<file path="src/rtl/crs_pkg.sv">
package crs_pkg;
    typedef enum logic [2:0] {
        ST_IDLE      = 3'd0,
        ST_RST_LOW   = 3'd1,
        ST_ATR_WATCH = 3'd2,
        ST_ACTIVE    = 3'd3,
        ST_DEACT     = 3'd4
    } crs_state_e;
endpackage

</file>
<file path="src/rtl/crs_fall_detect.sv">
module crs_fall_detect (
    input  logic clk,
    input  logic rst_n,
    input  logic level_in,
    output logic fell
);
    logic level_d, level_q;

    always_comb begin
        level_d = level_in;
    end

    always_ff @(posedge clk or negedge rst_n) begin
        if (!rst_n) level_q <= 1'b0;
        else        level_q <= level_d;
    end

    assign fell = level_q & ~level_in;
endmodule

</file>
<file path="src/rtl/crs_limit_hit.sv">
module crs_limit_hit #(
    parameter int CNT_W = 16
) (
    input  logic             tick,
    input  logic [CNT_W-1:0] cnt,
    input  logic [CNT_W-1:0] limit,
    output logic             hit
);
    localparam int EXT_W = CNT_W + 1;
    logic [EXT_W-1:0] next_cnt;
    logic [EXT_W-1:0] eff_limit;

    always_comb begin
        next_cnt  = {1'b0, cnt} + EXT_W'(1);
        eff_limit = (limit == '0) ? EXT_W'(1) : {1'b0, limit};
        hit       = tick && (next_cnt >= eff_limit);
    end
endmodule

</file>
<file path="src/rtl/card_rst_seq.sv">
module card_rst_seq
    import crs_pkg::*;
#(
    parameter int CNT_W         = 16,
    parameter int VCC_OFF_TICKS = 2,
    parameter int DEACT_TICKS   = 4
) (
    input  logic             clk,
    input  logic             rst_n,
    input  logic             warm_rst_req,
    input  logic             sw_deact_req,
    input  logic             card_present,
    input  logic             card_clk_tick,
    input  logic             rx_start_bit,
    input  logic [CNT_W-1:0] rst_low_cycles,
    input  logic [CNT_W-1:0] atr_limit,
    output logic             card_rst_n,
    output logic             vcc_en,
    output logic             rx_mode,
    output logic             deact_pulse,
    output logic             card_out_pulse,
    output logic             atr_tout_pulse
);
    localparam logic [CNT_W-1:0] VCC_OFF_LIM = CNT_W'(VCC_OFF_TICKS);
    localparam logic [CNT_W-1:0] DONE_LIM    = CNT_W'(DEACT_TICKS);

    typedef struct packed {
        crs_state_e       state;
        logic [CNT_W-1:0] cnt;
        logic             vcc;
        logic             rst_n;
        logic             rx;
        logic             deact;
        logic             cout;
        logic             tout;
    } regs_t;

    regs_t r_d, r_q;
    logic  card_fall;
    logic  rst_hit, atr_hit, vcc_hit, done_hit;

    crs_fall_detect u_fall (
        .clk     (clk),
        .rst_n   (rst_n),
        .level_in(card_present),
        .fell    (card_fall)
    );

    crs_limit_hit #(.CNT_W(CNT_W)) u_rst_lim (
        .tick(card_clk_tick), .cnt(r_q.cnt), .limit(rst_low_cycles), .hit(rst_hit)
    );
    crs_limit_hit #(.CNT_W(CNT_W)) u_atr_lim (
        .tick(card_clk_tick), .cnt(r_q.cnt), .limit(atr_limit), .hit(atr_hit)
    );
    crs_limit_hit #(.CNT_W(CNT_W)) u_vcc_lim (
        .tick(card_clk_tick), .cnt(r_q.cnt), .limit(VCC_OFF_LIM), .hit(vcc_hit)
    );
    crs_limit_hit #(.CNT_W(CNT_W)) u_done_lim (
        .tick(card_clk_tick), .cnt(r_q.cnt), .limit(DONE_LIM), .hit(done_hit)
    );

    always_comb begin
        r_d       = r_q;
        r_d.deact = 1'b0;
        r_d.tout  = 1'b0;
        r_d.cout  = card_fall;
        if ((card_fall || sw_deact_req) && r_q.state != ST_DEACT) begin
            r_d.state = ST_DEACT;
            r_d.cnt   = '0;
            r_d.rst_n = 1'b0;
            r_d.rx    = 1'b0;
            r_d.deact = 1'b1;
        end else begin
            unique case (r_q.state)
                ST_IDLE: begin
                    if (warm_rst_req && card_present) begin
                        r_d.state = ST_RST_LOW;
                        r_d.cnt   = '0;
                        r_d.vcc   = 1'b1;
                        r_d.rst_n = 1'b0;
                        r_d.rx    = 1'b1;
                    end
                end
                ST_RST_LOW: begin
                    if (warm_rst_req) begin
                        r_d.cnt = '0;
                    end else if (rst_hit) begin
                        r_d.state = ST_ATR_WATCH;
                        r_d.cnt   = '0;
                        r_d.rst_n = 1'b1;
                    end else if (card_clk_tick) begin
                        r_d.cnt = r_q.cnt + CNT_W'(1);
                    end
                end
                ST_ATR_WATCH: begin
                    if (rx_start_bit) begin
                        r_d.state = ST_ACTIVE;
                        r_d.cnt   = '0;
                        r_d.rx    = 1'b0;
                    end else if (warm_rst_req) begin
                        r_d.state = ST_RST_LOW;
                        r_d.cnt   = '0;
                        r_d.rst_n = 1'b0;
                    end else if (atr_hit) begin
                        r_d.state = ST_DEACT;
                        r_d.cnt   = '0;
                        r_d.rst_n = 1'b0;
                        r_d.rx    = 1'b0;
                        r_d.deact = 1'b1;
                        r_d.tout  = 1'b1;
                    end else if (card_clk_tick) begin
                        r_d.cnt = r_q.cnt + CNT_W'(1);
                    end
                end
                ST_ACTIVE: begin
                    if (warm_rst_req) begin
                        r_d.state = ST_RST_LOW;
                        r_d.cnt   = '0;
                        r_d.rst_n = 1'b0;
                        r_d.rx    = 1'b1;
                    end
                end
                ST_DEACT: begin
                    if (vcc_hit) r_d.vcc = 1'b0;
                    if (done_hit) begin
                        r_d.state = ST_IDLE;
                        r_d.cnt   = '0;
                        r_d.vcc   = 1'b0;
                    end else if (card_clk_tick) begin
                        r_d.cnt = r_q.cnt + CNT_W'(1);
                    end
                end
                default: begin
                    r_d.state = ST_DEACT;
                    r_d.cnt   = '0;
                end
            endcase
        end
    end

    always_ff @(posedge clk or negedge rst_n) begin
        if (!rst_n) begin
            r_q.state <= ST_IDLE;
            r_q.cnt   <= '0;
            r_q.vcc   <= 1'b0;
            r_q.rst_n <= 1'b0;
            r_q.rx    <= 1'b0;
            r_q.deact <= 1'b0;
            r_q.cout  <= 1'b0;
            r_q.tout  <= 1'b0;
        end else begin
            r_q <= r_d;
        end
    end

    assign card_rst_n     = r_q.rst_n;
    assign vcc_en         = r_q.vcc;
    assign rx_mode        = r_q.rx;
    assign deact_pulse    = r_q.deact;
    assign card_out_pulse = r_q.cout;
    assign atr_tout_pulse = r_q.tout;

    // removal outside power-down lands in power-down with reset low
    a_r6_removal_deact: assert property (@(posedge clk) disable iff (!rst_n)
        (card_fall && r_q.state != ST_DEACT) |=> (r_q.state == ST_DEACT && !card_rst_n && deact_pulse));

    // warm reset from active keeps the supply and drops reset
    a_r2_warm_keeps_vcc: assert property (@(posedge clk) disable iff (!rst_n)
        (r_q.state == ST_ACTIVE && warm_rst_req && !card_fall && !sw_deact_req)
        |=> (vcc_en && !card_rst_n && rx_mode));

    // a timeout pulse always comes with power-down and reset low
    a_r5_tout_deact: assert property (@(posedge clk) disable iff (!rst_n)
        atr_tout_pulse |-> (deact_pulse && !card_rst_n && r_q.state == ST_DEACT));

    // power-down only leaves toward idle
    a_r9_deact_exit: assert property (@(posedge clk) disable iff (!rst_n)
        (r_q.state == ST_DEACT) |=> (r_q.state == ST_DEACT || r_q.state == ST_IDLE));

    // idle never has the supply on
    a_r8_idle_no_vcc: assert property (@(posedge clk) disable iff (!rst_n)
        (r_q.state == ST_IDLE) |-> !vcc_en);

    // reset is released only while the supply is on
    a_r3_release_with_vcc: assert property (@(posedge clk) disable iff (!rst_n)
        $rose(card_rst_n) |-> vcc_en);
endmodule

</file>
<file path="config.mk">
export PLATFORM = sky130hd
export DESIGN_NAME = card_rst_seq
export DESIGN_NICKNAME = d
export VERILOG_FILES = /design/src/rtl/crs_pkg.sv /design/src/rtl/crs_fall_detect.sv /design/src/rtl/crs_limit_hit.sv /design/src/rtl/card_rst_seq.sv
export SDC_FILE = /design/constraint.sdc
export NUM_CORES = 1
export LEC_CHECK = 0
export BUFFER_PORTS_ARGS = -buffer_cell sky130_fd_sc_hd__buf_2
export CORE_UTILIZATION = 30
export CTS_BUF_LIST = sky130_fd_sc_hd__clkbuf_8
export CTS_CLUSTER_SIZE = 10
export DETAILED_ROUTE_END_ITERATION = 10
export SLEW_MARGIN = 10
export SYNTH_ARGS = -nofsm -noshare
export SYNTH_HDL_FRONTEND = slang
export SYNTH_SLANG_ARGS = --single-unit
</file>
<file path="constraint.sdc">
create_clock -name clk -period 3.4 [get_ports clk]
set_input_delay 0 -clock clk [delete_from_list [all_inputs] [get_ports clk]]
set_output_delay 0 -clock clk [all_outputs]
set_load 0.1 [all_outputs]
</file>
==> results of run 1 <==
cells in the mapped netlist, types with 2 or more instances:
| library cell | n | area share (%) |
|---|---|---|
| o31ai_1 | 4 | 1.1 |
| inv_1 | 42 | 5.8 |
| a31oi_1 | 7 | 1.6 |
| buf_6 | 2 | 0.82 |
| nand3_1 | 16 | 2.9 |
| nand2b_1 | 2 | 0.46 |
| and3_1 | 5 | 1.1 |
| o22ai_1 | 6 | 1.4 |
| a32o_1 | 10 | 3.7 |
| nor2b_1 | 6 | 1.4 |
| o21ai_0 | 15 | 2.7 |
| buf_4 | 3 | 0.82 |
| dfrtp_1 | 26 | 24 |
| o21a_1 | 2 | 0.55 |
| o211ai_1 | 2 | 0.55 |
| nand2_1 | 33 | 4.5 |
| a211oi_1 | 2 | 0.55 |
| a41o_1 | 2 | 0.73 |
| nand4_1 | 6 | 1.4 |
| a21o_1 | 4 | 1.1 |
| or3_1 | 2 | 0.46 |
| nor3_1 | 6 | 1.1 |
| a21oi_1 | 15 | 2.7 |
| a2111oi_0 | 2 | 0.64 |
| ha_1 | 34 | 16 |
| xnor2_1 | 8 | 2.6 |
| and4_1 | 2 | 0.64 |
| nor2_1 | 22 | 3.0 |
| clkbuf_1 | 2 | 0.27 |
| nor4_1 | 13 | 3.0 |
| and2_2 | 2 | 0.55 |
| xor2_1 | 6 | 1.9 |
worst register-to-register path: stages (launching register included):
cell,delay [ns]
dfrtp_1,0.41
ha_4,0.17
nand4_4,0.19
buf_4,0.21
nor2_4,0.11
xor2_2,0.19
ha_1,0.28
nand4_1,0.14
nor3_2,0.08
a2111oi_2,0.38
buf_4,0.20
o2111a_2,0.22
a31oi_4,0.05
a211o_4,0.44
o22ai_1,0.18
flip-flops by register name, indices dropped and copies added, names as in the netlist:
register	flops
rx_mode	1
u_fall.level_q	1
card_rst_n	1
r_q	19
deact_pulse	1
card_out_pulse	1
vcc_en	1
atr_tout_pulse	1
placed cells by master, fill, tap and decap left out, types with 3 or more instances in the layout:
cell type	n
ha_1	33
xnor2_1	7
inv_1	42
buf_4	34
and3_1	3
a31oi_1	6
a21o_1	3
o21ai_0	14
nor4_1	12
nand4_1	6
clkbuf_8	4
nor2b_1	6
buf_2	44
a32o_1	10
o22ai_1	6
xor2_2	3
nor2_4	3
nand3_1	14
a21oi_1	15
dfrtp_1	25
nor2_1	18
nor3_1	5
nand2_1	32
o31ai_1	4
cells by family (layout without fill, tap and decap cells):
| logic type | Yosys count | count (layout) | synth area share [%] |
|---|---|---|---|
| AO/OA/AOI/OAI | 84 | 85 | 22.6 |
| AND/OR/NAND/NOR | 126 | 126 | 24.7 |
| buffers and inverters | 53 | 127 | 8.92 |
| adder cells (fa/ha/maj) | 34 | 34 | 15.6 |
| XOR/XNOR | 14 | 14 | 4.49 |
| flip-flops | 26 | 26 | 23.8 |
timing repair:
action | CTS | global route
gates resized for setup | 8 | 33
hold buffers | 2 | 0
setup buffers | 0 | 5
hold endpoints to repair | 28 | 0
pin swaps | 1 | 16
gates cloned | 0 | 1
setup endpoints to repair | 16 | 18
power breakdown:
| part | internal, mW | switching, mW |
|---|---|---|
| clock | 0.104 | 0.107 |
| sequential | 0.345 | 0.0414 |
| combinational | 0.320 | 0.519 |
final cells by class:
class | count | area [um^2] | area share [%]
Timing Repair Buffer | 81 | 507 | 14.1
Inverter | 42 | 158 | 4.40
Clock buffer | 4 | 55.1 | 1.54
Multi-Input combinational cell | 259 | 2080 | 58.0
Tap cell | 108 | 135 | 3.77
Sequential cell | 26 | 652 | 18.2
metrics by stage:
step | util (%) | setup TNS, ns | std cells
global route | 40.9 | -0.0166 | 520
global placement | 37.1 | -0.00202 | 508
detailed placement | 37.1 | -1.32 | 508
floorplan | - | 0 | 337
CTS | 38.4 | 0 | 514
finish | 40.9 | 0 | 520
path summary, 6_finish.rpt:
check | to | start | slack (ns)
max | r_q[20] | r_q[7] | 0.06
min | r_q[23] | rx_start_bit | 0.03
max reg2reg | r_q[20] | r_q[7] | 0.06
min reg2reg | vcc_en | vcc_en | 0.52
max in group asynchronous | r_q[6] | rst_n | 2.68
min in group asynchronous | card_rst_n | rst_n | 0.27
routing by layer:
layer | global-route usage [%] | part of all wire [%]
met4 | 4.19 | 1.8
met5 | 0 | 0
met3 | 0.0719 | 3.8
met2 | 29.3 | 49
met1 | 23.8 | 45
==> flow_metrics.tcl, run 1 <==
set metrics [dict create \
    worstSetupPathType "flip-flop to flip-flop" \
    synth_cells 337 \
    worst_path_most_repeated_cell "buf_4" \
    die-area_um2 9500 \
    clkTransAtPathRegs_ns 0.10 \
    worst_path_max_delay_cell "a211o_4" \
    ys.flop_type "dfrtp_1" \
    remaining_drc_errors 0 \
    p_per_area_nw_per_um2 401 \
    cts.sinks 26 \
    drt-wirelength-per-cell_um 16.2 \
    antenna_found_initial 0 \
    ant_nets 0 \
    synth_seq_cells 26 \
    hold_class "input pin to flip-flop" \
    syn_area_per_cell_um2 8.11 \
    grt_max_degree 27 \
    max_stage_delay_ns 0.44 \
    total_power_mw 1.44 \
    grt_pass1_wl_um 13200 \
    fin_nets 486 \
    numPortBuffers 44 \
    period_share_pct 98.1 \
    crit_chain "ha_4 > nand4_4 > buf_4 > nor2_4 > xor2_2 > ha_1 > nand4_1 > nor3_2 > a2111oi_2 > buf_4 > o2111a_2 > a31oi_4 > a211o_4 > o22ai_1" \
    crit_family "compound AO/OA/AOI/OAI gates" \
    arrival_ns 3.53 \
    irDropWorstVdd_mv 0.185 \
    critPathMaxFanout 7 \
    max_cap_viol_count 0 \
    drive_above_1_share_pct 29.6 \
    hold_viol_final 0 \
    grt_pass1_vias 2686 \
    cts_root_buf "clkbuf_8" \
    status "complete, no violations" \
    fill_cells 904 \
    pin_count 45 \
    synthToLayoutAreaGrowth_pct 31.1 \
    vias_per_cell 5.46 \
    syn_nets 410 \
    fin_area_um2 3580 \
    worst_pin_slew_ns 0.843 \
    cts_buffers 3 \
    clock_latency_ns 0.28 \
    path_buf_inv 2 \
    p_leak_nw 1.78 \
    worst-r2r-cell-count 14 \
    required_ns 3.60 \
    clock_path_buffers 2 \
    grtUsageTotal_pct 17.0 \
    cts_tree "yes" \
    post-route-min-period_ns 3.34 \
    initial_core_util_pct 31.2 \
    dr_total_vias 2838 \
    ys_seq_area_share_pct 23.8 \
    die_x_um 97.5 \
    drtIter0Drc 153 \
    cp_num_cells 14 \
    dp_worst_setup_slack_ns -0.128 \
    overflow 0 \
    max_slew_margin_pct 43.1 \
    min_path_cells 3 \
    finalWorstSetupSlack_ns 0.0646 \
    fmax_mhz 300 \
    skew_ns 0.00529 \
    synth_area_um2 2730 \
    whs_ns 0.0310 \
    dpl.hpwl_um 6400 \
    gp_congestion 0.930 \
    worst_setup_path_end_kind "flip-flop" \
    synthDistinctLibCells 60 \
    synth_edf_count 0 \
    antenna_cells 0 \
    maxSlewViolCount 0 \
    drt_wl_total_um 8410 \
    ys.warnings.count 0 \
    place_area_um2 3250 \
    chipHeight_um 97.5 \
    startpoint_type "flip-flop" \
    firstDrtPassIters 4 \
    synthArstFlopShare_pct 100 \
    setup_violations 0 \
    cts_htree_levels 1 \
    rows 34 \
    core_um2 8760 \
]
Power figures use the tool's default switching activity.
==> run 2: changes to the inputs <==
--- a/config.mk
+++ b/config.mk
@@ -10,6 +10,7 @@
 export CTS_BUF_LIST = sky130_fd_sc_hd__clkbuf_8
 export CTS_CLUSTER_SIZE = 10
 export DETAILED_ROUTE_END_ITERATION = 10
+export SETUP_SLACK_MARGIN = 0.1
 export SLEW_MARGIN = 10
 export SYNTH_ARGS = -nofsm -noshare
 export SYNTH_HDL_FRONTEND = slang
==> flow_metrics.tcl, run 2 (same netlist as run 1, synthesis figures left out) <==
set metrics [dict create \
    remaining_drc_errors 0 \
    clock_latency_ns 0.27 \
    dr_total_vias 2804 \
    clock_path_buffers 2 \
    post-route-min-period_ns 3.32 \
    place_area_um2 3210 \
    p_per_area_nw_per_um2 381 \
    min_path_cells 3 \
    hold_class "input pin to flip-flop" \
    dpl.hpwl_um 6360 \
    skew_ns 0.00680 \
    pin_count 45 \
    final_common_cell "buf_2" \
    period_share_pct 97.7 \
    core_um2 8760 \
    max_cap_viol_count 0 \
    die_x_um 97.5 \
    rr_endpoint "r_q[21]" \
    worst-r2r-cell-count 14 \
    fin_area_um2 3620 \
    drt_wl_total_um 8270 \
    vias_per_cell 5.38 \
    startpoint_type "flip-flop" \
    rsz0062_at_grt "yes" \
    chipHeight_um 97.5 \
    firstDrtPassIters 4 \
    fill_cells 902 \
    p_leak_nw 1.76 \
    total_power_mw 1.38 \
    setup_violations 0 \
    fin_nets 487 \
    maxSlewViolCount 0 \
    wl_met3_um 338 \
    cts_buffers 3 \
    whs_ns 0.0342 \
    grt_pass1_wl_um 13000 \
    multi_input_area_um2 2110 \
    rows 34 \
    r2r_start "r_q[7]" \
    seq_area_um2 653 \
    numPortBuffers 44 \
    largest_reg_flops 19 \
    dp.cells 501 \
    irDropWorstVdd_mv 0.180 \
    synthToLayoutAreaGrowth_pct 32.6 \
    cts_tree "yes" \
    critPathMaxFanout 8 \
    drt-wirelength-per-cell_um 15.9 \
    worst_pin_slew_ns 0.783 \
    cts_htree_levels 1 \
    worst_setup_path_end_kind "flip-flop" \
    grt_max_degree 27 \
    crit_end "r_q[21]" \
    drive_above_1_share_pct 32.2 \
    status "complete, no violations" \
    grtUsageTotal_pct 16.6 \
    ant_nets 0 \
    ff2ff_setup_slack_ns 0.08 \
    initial_core_util_pct 31.2 \
    cts.sinks 26 \
    worstSetupPathType "flip-flop to flip-flop" \
    clkTransAtPathRegs_ns 0.10 \
    required_ns 3.57 \
    cts_root_buf "clkbuf_8" \
    wl_met1_um 3840 \
    fmax_mhz 301 \
    wl_met2_um 4050 \
    max_slew_margin_pct 47.6 \
    gp_congestion 0.796 \
    die-area_um2 9500 \
    grt_pass1_vias 2696 \
    top_register "r_q" \
    arrival_ns 3.49 \
    hold_viol_final 0 \
    startpoint "r_q[7]" \
    overflow 0 \
    setup-tns-final_ns 0 \
    antenna_cells 0 \
    instances_no_fill 521 \
    mostFrequentLayoutCells "44 x buf_2, 42 x inv_1, 34 x buf_4" \
    drtIter0Drc 247 \
    dr.max_layer_used "met4" \
    antenna_found_initial 0 \
]
run 2: cell count changes in the layout (fill, tap and decap cells not counted), moves of 2 or more:
cell / before / now
nor2_2: 1 / 3
a31oi_2: 0 / 2
xnor2_1: 7 / 5
nand2_2: 1 / 3
ha_1: 33 / 30
o31ai_1: 4 / 2
ha_4: 1 / 4
nor2_4: 3 / 1
nor4_2: 0 / 2
o31ai_2: 0 / 2
run 2: cell type report:
| type | count | share of cell area [%] |
|---|---|---|
| multi-input combinational | 259 | 58.1 |
| sequential | 26 | 18.0 |
| timing repair buffer | 82 | 14.3 |
| inverter | 42 | 4.35 |
| tap | 108 | 3.73 |
| clock buffer | 4 | 1.52 |
run 2: metal layers:
metal / up-vias / global-route usage [%]
met5: - / 0
met4: 0 / 2.83
met3: 4 / 1.01
met2: 77 / 28.3
met1: 1320 / 23.4
li1: 1403 / -
run 2: report_power, final:
part	switching, mW	internal (mW)	total [mW]
Clock	0.105	0.104	0.209
Combinational	0.502	0.287	0.789
Sequential	0.0369	0.345	0.382
run 2: how the worst min path moves through the flow:
stage / start / to / slack, ns
finish: rx_start_bit / r_q[23] / 0.03
global route: rx_start_bit / r_q[23] / 0.07
CTS: rx_start_bit / r_q[23] / 0.04
detailed placement: rst_n / card_rst_n / 0.05
global placement: rst_n / card_rst_n / 0.05
floorplan: rst_n / atr_tout_pulse / -0.30
run 2: worst max-delay path: stages (launching register included):
cell      delay [ns]
dfrtp_1         0.42
ha_4            0.19
nand4_4         0.19
nor2_2          0.19
nand2_1         0.08
xnor2_1         0.13
buf_4           0.16
ha_4            0.28
nand3_4         0.06
or3_4           0.39
o2111a_1        0.28
a31oi_2         0.22
nand2_2         0.13
a21o_4          0.26
a32o_1          0.21
run 2: timing repair:
action	CTS	global route
endpoints found under the setup margin	16	20
hold buffers	2	0
endpoints found under the hold margin	28	0
pin swaps	3	22
gates cloned	0	1
buffers inserted	4	9
gates resized for setup	13	28
run 2: through the flow:
step / setup WS (ns) / util [%]
2_1_floorplan: 0.130 / -
3_3_place_gp: -0.0310 / 36.7
3_5_place_dp: -0.103 / 36.7
4_1_cts: 0.0847 / 38.6
5_1_grt: -0.0820 / 41.4
6_report: 0.0769 / 41.4
==> run 3: changes to the inputs <==
--- a/config.mk
+++ b/config.mk
@@ -5,7 +5,7 @@
 export SDC_FILE = /design/constraint.sdc
 export NUM_CORES = 1
 export LEC_CHECK = 0
-export BUFFER_PORTS_ARGS = -buffer_cell sky130_fd_sc_hd__buf_2
+export BUFFER_PORTS_ARGS = -buffer_cell sky130_fd_sc_hd__buf_4
 export CORE_UTILIZATION = 30
 export CTS_BUF_LIST = sky130_fd_sc_hd__clkbuf_8
 export CTS_CLUSTER_SIZE = 10
==> flow_metrics.tcl, run 3 (same netlist as run 1, synthesis figures left out) <==
set metrics [dict create \
    status "complete, no violations" \
    dr_total_vias 2830 \
    drt_wl_total_um 8020 \
    drt-wirelength-per-cell_um 15.4 \
    grt_pass1_wl_um 13100 \
    irDropWorstVdd_mv 0.202 \
    setup_violations 0 \
    p_seq_share_pct 26.6 \
    remaining_drc_errors 0 \
    worstSetupPathType "flip-flop to flip-flop" \
    clkTransAtPathRegs_ns 0.11 \
    worst-r2r-cell-count 13 \
    pin_count 45 \
    maxSlewViolCount 0 \
    fin_nets 487 \
    max_cap_viol_count 0 \
    worst_setup_path_end_kind "flip-flop" \
    p_per_area_nw_per_um2 400 \
    startpoint_type "flip-flop" \
    clock_latency_ns 0.28 \
    hp-start "sw_deact_req" \
    hold_viol_final 0 \
    gp_congestion 0.806 \
    core_um2 8760 \
    cts.sinks 26 \
    total_power_mw 1.47 \
    cts_htree_levels 1 \
    grt_pass1_vias 2707 \
    synthToLayoutAreaGrowth_pct 34.8 \
    dpl.hpwl_um 6220 \
    period_share_pct 97.0 \
    top_register "r_q" \
    grt_max_degree 27 \
    dp_worst_setup_slack_ns -0.148 \
    rsz0062_at_grt "yes" \
    cts_tree "yes" \
    comb_power_share_pct 55.0 \
    min_path_cells 3 \
    clock_path_buffers 2 \
    vias_per_cell 5.43 \
    place_area_um2 3340 \
    ff2ff_setup_slack_ns 0.10 \
    max_slew_margin_pct 49.4 \
    die_x_um 97.5 \
    fill_cells 885 \
    antenna_cells 0 \
    hold_class "input pin to flip-flop" \
    overflow 0 \
    internal_power_uw 831 \
    p_leak_nw 1.82 \
    p_clk_share_pct 18.4 \
    fmax_mhz 303 \
    final_core_util_pct 42.0 \
    r2r_start "r_q[16]" \
    fin_area_um2 3680 \
    power.switching_uw 642 \
    firstDrtPassIters 4 \
    cts_root_buf "clkbuf_8" \
    worst_pin_slew_ns 0.749 \
    startpoint "r_q[16]" \
    critPathMaxFanout 11 \
    drive_above_1_share_pct 29.8 \
    largest_reg_flops 19 \
    finalWorstSetupSlack_ns 0.101 \
    grtUsageTotal_pct 16.7 \
    cts_buffers 3 \
    final_common_cell "buf_4" \
    post-route-min-period_ns 3.30 \
    skew_ns 0.0107 \
    arrival_ns 3.47 \
    numPortBuffers 44 \
    die-area_um2 9500 \
    required_ns 3.57 \
    drtIter0Drc 220 \
    antenna_found_initial 0 \
    swShare_pct 43.6 \
    initial_core_util_pct 31.2 \
    ant_nets 0 \
    mostFrequentLayoutCells "77 x buf_4, 42 x inv_1, 33 x ha_1" \
    rows 34 \
    chipHeight_um 97.5 \
]
==> run 3: metal layers <==
layer	vias to the layer above	GRT usage [%]	wire, um
met1	1338	23.3	3660
met5	-	0	0
met3	11	0.863	367
met4	0	4.41	111
met2	90	28.2	3880
li1	1391	-	-
==> run 3: metrics by stage <==
stage                     setup TNS, ns  instances  hold slack [ns]
final                                 0        521           0.0357
after CTS                             0        513           0.0316
after floorplan                       0        337           -0.296
after global placement           -0.863        501          -0.0574
after global routing            -0.0839        521           0.0645
after detailed placement          -1.85        501          -0.0572
==> run 3: cell type report <==
| cell class | count | area, um^2 | area share (%) |
|---|---|---|---|
| inverters | 42 | 158 | 4.28 |
| clock buffers | 3 | 41.3 | 1.12 |
| flip-flops and latches | 26 | 653 | 17.7 |
| well taps | 108 | 135 | 3.67 |
| repair buffers | 83 | 651 | 17.7 |
| clock inverters | 1 | 30.0 | 0.815 |
| multi-input cells | 258 | 2020 | 54.7 |
==> run 3: worst max-delay path, stage by stage, from the launching register on <==
cell and delay [ns]:
dfrtp_1 0.52, nand2_1 0.09, nor4_1 0.34, buf_4 0.19
xor2_1 0.29, ha_1 0.20, nand3_1 0.12, or3_4 0.35
o2111a_2 0.28, a31oi_4 0.18, nand2_2 0.08, a21o_1 0.19
buf_12 0.15, a32o_1 0.20
==> run 3: path summary, 6_finish.rpt <==
| check | to |
|---|---|
| max | r_q[10] |
| min | atr_tout_pulse |
| max reg2reg | r_q[10] |
| min reg2reg | vcc_en |
| max in group asynchronous | r_q[7] |
| min in group asynchronous | r_q[24] |
==> run 3: timing repair <==
action	4_1_cts	5_1_grt
hold endpoints to repair	29	0
pin swaps	2	17
hold buffers	3	0
endpoints found under the setup margin	16	21
gates resized for setup	7	23
setup buffers	5	8
==> run 3: power by group through the flow <==
stage	Combinational [mW]	Sequential [mW]	Clock, mW
6_report	0.810	0.393	0.271
5_1_grt	0.882	0.399	0.284
4_1_cts	0.765	0.383	0.272
3_5_place_dp	0.733	0.391	0
3_3_place_gp	0.730	0.390	0
2_1_floorplan	0.415	0.481	0
